**config.mk**
```make
export PLATFORM = sky130hd
export DESIGN_NAME = crc_rom_ctl
export DESIGN_NICKNAME = d
export VERILOG_FILES = /design/src/rtl/crc_rom_pkg.sv /design/src/rtl/crc_rom_ctl.sv
export SDC_FILE = /design/constraint.sdc
export NUM_CORES = 1
export LEC_CHECK = 0
export BUFFER_PORTS_ARGS = -buffer_cell sky130_fd_sc_hd__buf_2
export CORE_UTILIZATION = 30
export CTS_BUF_LIST = sky130_fd_sc_hd__clkbuf_8
export CTS_CLUSTER_SIZE = 16
export DETAILED_ROUTE_END_ITERATION = 10
export REMOVE_ABC_BUFFERS = 1
export SKIP_CTS_REPAIR_TIMING = 1
export SLEW_MARGIN = 15
export SYNTH_ARGS = -nofsm -noshare
export SYNTH_HDL_FRONTEND = slang
export SYNTH_SLANG_ARGS = --single-unit
```
**constraint.sdc**
```tcl
create_clock -name clk -period 4.95 [get_ports clk]
set_clock_uncertainty 0.2 [all_clocks]
set_input_delay 0.495 -clock clk [delete_from_list [all_inputs] [get_ports clk]]
set_output_delay 0.495 -clock clk [all_outputs]
set_load 0.02 [all_outputs]
```
**src/rtl/crc_rom_pkg.sv**
```systemverilog
package crc_rom_pkg;
  // strobes from control to datapath, one cycle each
  typedef struct packed {
    logic zero;      // reset CRC and family latch
    logic shift;     // absorb bitIn into CRC
    logic famShift;  // absorb bitIn into family latch
  } crcCtl_t;
endpackage

```
**src/rtl/crc_rom_ctl.sv**
```systemverilog
module crc_rom_ctl
  import crc_rom_pkg::*;
#(
  parameter int ID_BITS  = 64,
  parameter int PAD_BITS = 72,
  parameter int FAM_BITS = 8
) (
  input  logic    clk,
  input  logic    rstN,
  input  logic    clear,
  input  logic    modeScratch,
  input  logic    bitValid,
  output crcCtl_t ctl,
  output logic    done,
  output logic    scratch,
  output logic    famSeen
);
  localparam int CNT_W = $clog2(PAD_BITS + 1);

  logic [CNT_W-1:0] bitCount;
  logic [CNT_W-1:0] frameLen;

  assign frameLen = scratch ? CNT_W'(PAD_BITS) : CNT_W'(ID_BITS);
  assign done     = (bitCount == frameLen);
  assign famSeen  = (bitCount >= CNT_W'(FAM_BITS));

  always_comb begin
    ctl          = '0;
    ctl.zero     = clear;
    ctl.shift    = bitValid && !clear && !done;
    ctl.famShift = ctl.shift && !famSeen;
  end

  always_ff @(posedge clk or negedge rstN) begin
    if (!rstN) begin
      bitCount <= '0;
      scratch  <= 1'b0;
    end else if (clear) begin
      bitCount <= '0;
      scratch  <= modeScratch;
    end else if (ctl.shift) begin
      bitCount <= bitCount + 1'b1;
    end
  end
endmodule

```
; Yosys cells after proc, flatten, opt, wreduce, memory -nomap -nowiden
; Index checks and enable logic that the tools add are counted.
[word_totals]
regBits = 8
in_bits = 5
elab_cells = 15
[classes]
n_addsub = 1
n_lt_le_gt_ge = 1
n_eq_ne = 1
muxes = 3
n_reduce_logical = 7
[op_table]
columns = cell, n
row1 = $mux 7, 2
row2 = $add 7x1->7 const B, 1
row3 = $eq 7x7->1, 1
row4 = $ge 7x4->1 const B, 1
row5 = $mux 4, 1
row6 = $logic_and 1x1->1, 3
row7 = $logic_not 1->1, 3
row8 = $reduce_bool 2->1, 1

; Longest topological paths before layout
[depth]
depth_word = 6
depth_mapped = 5
ltp_nobuf = 5

; Worst setup path before layout
; Ideal clock, no wire load.
[synth_timing]
path_kind = flip-flop to output port
from = register bitCount[0]
to = output port ctl[0] in the netlist's numbering
arrival_ns = 1.718
path_slack_ns = 2.537
path_stages_with_launch = 6
n_path_buf = 0
cell_sequence = dfrtp_1 inv_1 ha_1 nor4b_4 and3_2 nor4_1
[synth_lines]
columns = item, line_no
row1 = start: declaration, crc_rom_ctl.sv:20  ; logic [CNT_W-1:0] bitCount;
row2 = start signal: assignment, crc_rom_ctl.sv:42  ; bitCount <= bitCount + 1'b1;
row3 = end: declaration, crc_rom_ctl.sv:13  ; output crcCtl_t ctl,

==> run summary <==
status - complete, no violations
crit start category - flip-flop
Synth cell types - 26
CP max stage cell - dfrtp_1
worst r2r src - bitCount[0]
PD cells - 285 nW/um^2
Fin Setup TNS - 0 ns
Die W - 42.4 um
Max Slew Vio Count - 0
Core Region - 1510 um^2
minimum clock period - 2.37 ns
most frequent cells in the layout - 10 x buf_2, 8 x dfrtp_1, 5 x nor2_1
WP data arrival - 1.67 ns
post-synth design cell area - 489 um^2
Critical path buffers and inverters - 2
1st-iter DRT viols - 4
Synth Flop Type - dfrtp_1
largest net degree at the start of global routing - 15
H-tree depth - 1
post-route cell area - 599 um^2
number of buffers created by CTS - 3
CTS tree - yes
area leader, netlist - dfrtp_1
first-pass GRT wire length - 1640 um
drt first pass iters - 3
Critical Path, Cell by Cell - inv_1, ha_1, nor4b_4, and3_2, nor4_1, buf_2
beginning of the critical path - bitCount[0]
drt drc - 0
share of layout cells above drive strength 1 - 0.333
Setup violations, final - 0
placed cell area - 548 um^2
ys async rst share - 1.00
dominant cells by area after synthesis - dfrtp_1 41%, ha_1 5.1%, nor4b_4 4.9%
wire per inst - 12.3 um
Hold Path Class - in -> reg
worst-path fanout max - 5
Leakage - 0.000289 uW
fillers - 159
Max transition margin - 0.816
Worst Path Required - 4.26 ns
antenna violations before repair - 0
Mapped Cells - 48
Mean Syn Cell Area - 10.2 um^2
class of the most critical setup path - reg -> out
Max IR drop VDD - 140 uV
fin crit share - 0.478
Detail Placement HPWL - 657 um
# IOs - 11
final hold violation count - 0
final WL - 935 um
grt ovf - 0
total number of vias - 398
synthesized flop and latch total - 8
kind of end point of the critical path - output pin
area share of the largest cell type after synthesis - 0.409
CP peak stage delay - 0.39 ns
die height - 42.4 um
Clock Latency Late Sink - 0.22 ns
n_diodes - 0
num rows - 14
area of the multi-input gates - 267 um^2
RSZ-0062 raised after global routing - no
Placer Congestion - 0.695
initial core utilization - 0.325
root buffer cell - clkbuf_8
YS warnings - 0
Final nets - 69
post-route ant nets - 0
most common cell after layout, fill and taps aside - buf_2
HP Start - modeScratch
clock sink count - 8
die area - 1800 um^2
Max Cap Violations - 0
clock-pin slew on the worst setup and hold paths - 0.04 ns
port bufs - 10
area growth from synthesis to layout - 22.5%
sequential fraction of the synthesis area - 0.409
drt via density - 5.24
Worst-Margin Slew - 0.275 ns
GRT Total Usage - 0.124
EDFF count, synth - 0
Fmax - 423 MHz
CP top delay family - simple AND/OR/NAND/NOR gates
Max Root-Sink Buffers - 2
vias in the first global route - 371
Sequential Area - 200 um^2
-- cell usage after synthesis (all sizes together), types with 2 or more instances --
cell type and number:
a21oi 2, dfrtp 8, ha 2, inv 3, mux2 2, nand2b 2, nand3 3, nand4 2
nor2 5, o21ai 2, or3 2, xor2 2
-- worst paths after layout --
path,endpoint,slack [ns],depth (start not counted)
setup reg to reg,bitCount[0],3.21,5
setup / recovery,ctl[0],2.58,6
hold reg to reg,scratch,0.36,1
min in group asynchronous,bitCount[6],0.45,2
max in group asynchronous,bitCount[5],3.93,2
hold / removal,scratch,0.31,2
-- through the flow --
step                      cells  worst slack (ns)  power (uW)  utilization  hold slack, ns
final                        76              2.58         171        0.398           0.307
after global routing         76              2.49         180        0.398           0.306
after CTS                    75              2.58         174        0.391         -0.0892
after detailed placement     72              2.83        95.1        0.364           0.152
after global placement       72              2.86        95.0        0.364           0.151
after floorplan              46              2.54        85.5            -       -0.000591
-- where the power goes --
group | total (uW) | switching, uW | internal, uW
clock | 76.1 | 23.6 | 52.5
sequential | 71.1 | 2.94 | 68.2
combinational | 23.7 | 12.6 | 11.0
-- flip-flops by register name (all words and copies together), names as in the netlist --
name and cells:
scratch 1, bitCount 7
-- area by class of cell --
type	count	share of cell area
multi-input combinational	35	0.445
inverter	3	0.0188
tap	16	0.0334
clock buffer	3	0.0689
timing repair buffer	11	0.100
sequential	8	0.334
-- kinds of logic after synthesis --
| family | Yosys count | share of synthesized area |
|---|---|---|
| flops | 8 | 0.409 |
| fa+ha+maj | 2 | 0.0511 |
| buf+inv | 5 | 0.0460 |
| mux | 3 | 0.0742 |
| compound gates | 6 | 0.0844 |
| xor+xnor | 3 | 0.0537 |
| simple gates | 21 | 0.281 |
-- metal layers --
layer / global-route usage / up-vias / wire [um]
met5: 0 / - / 0
li1: - / 196 / -
met3: 0.0388 / 2 / 51
met2: 0.178 / 13 / 419
met4: 0.0750 / 0 / 17
met1: 0.159 / 187 / 446
Power figures use the tool's default switching activity.
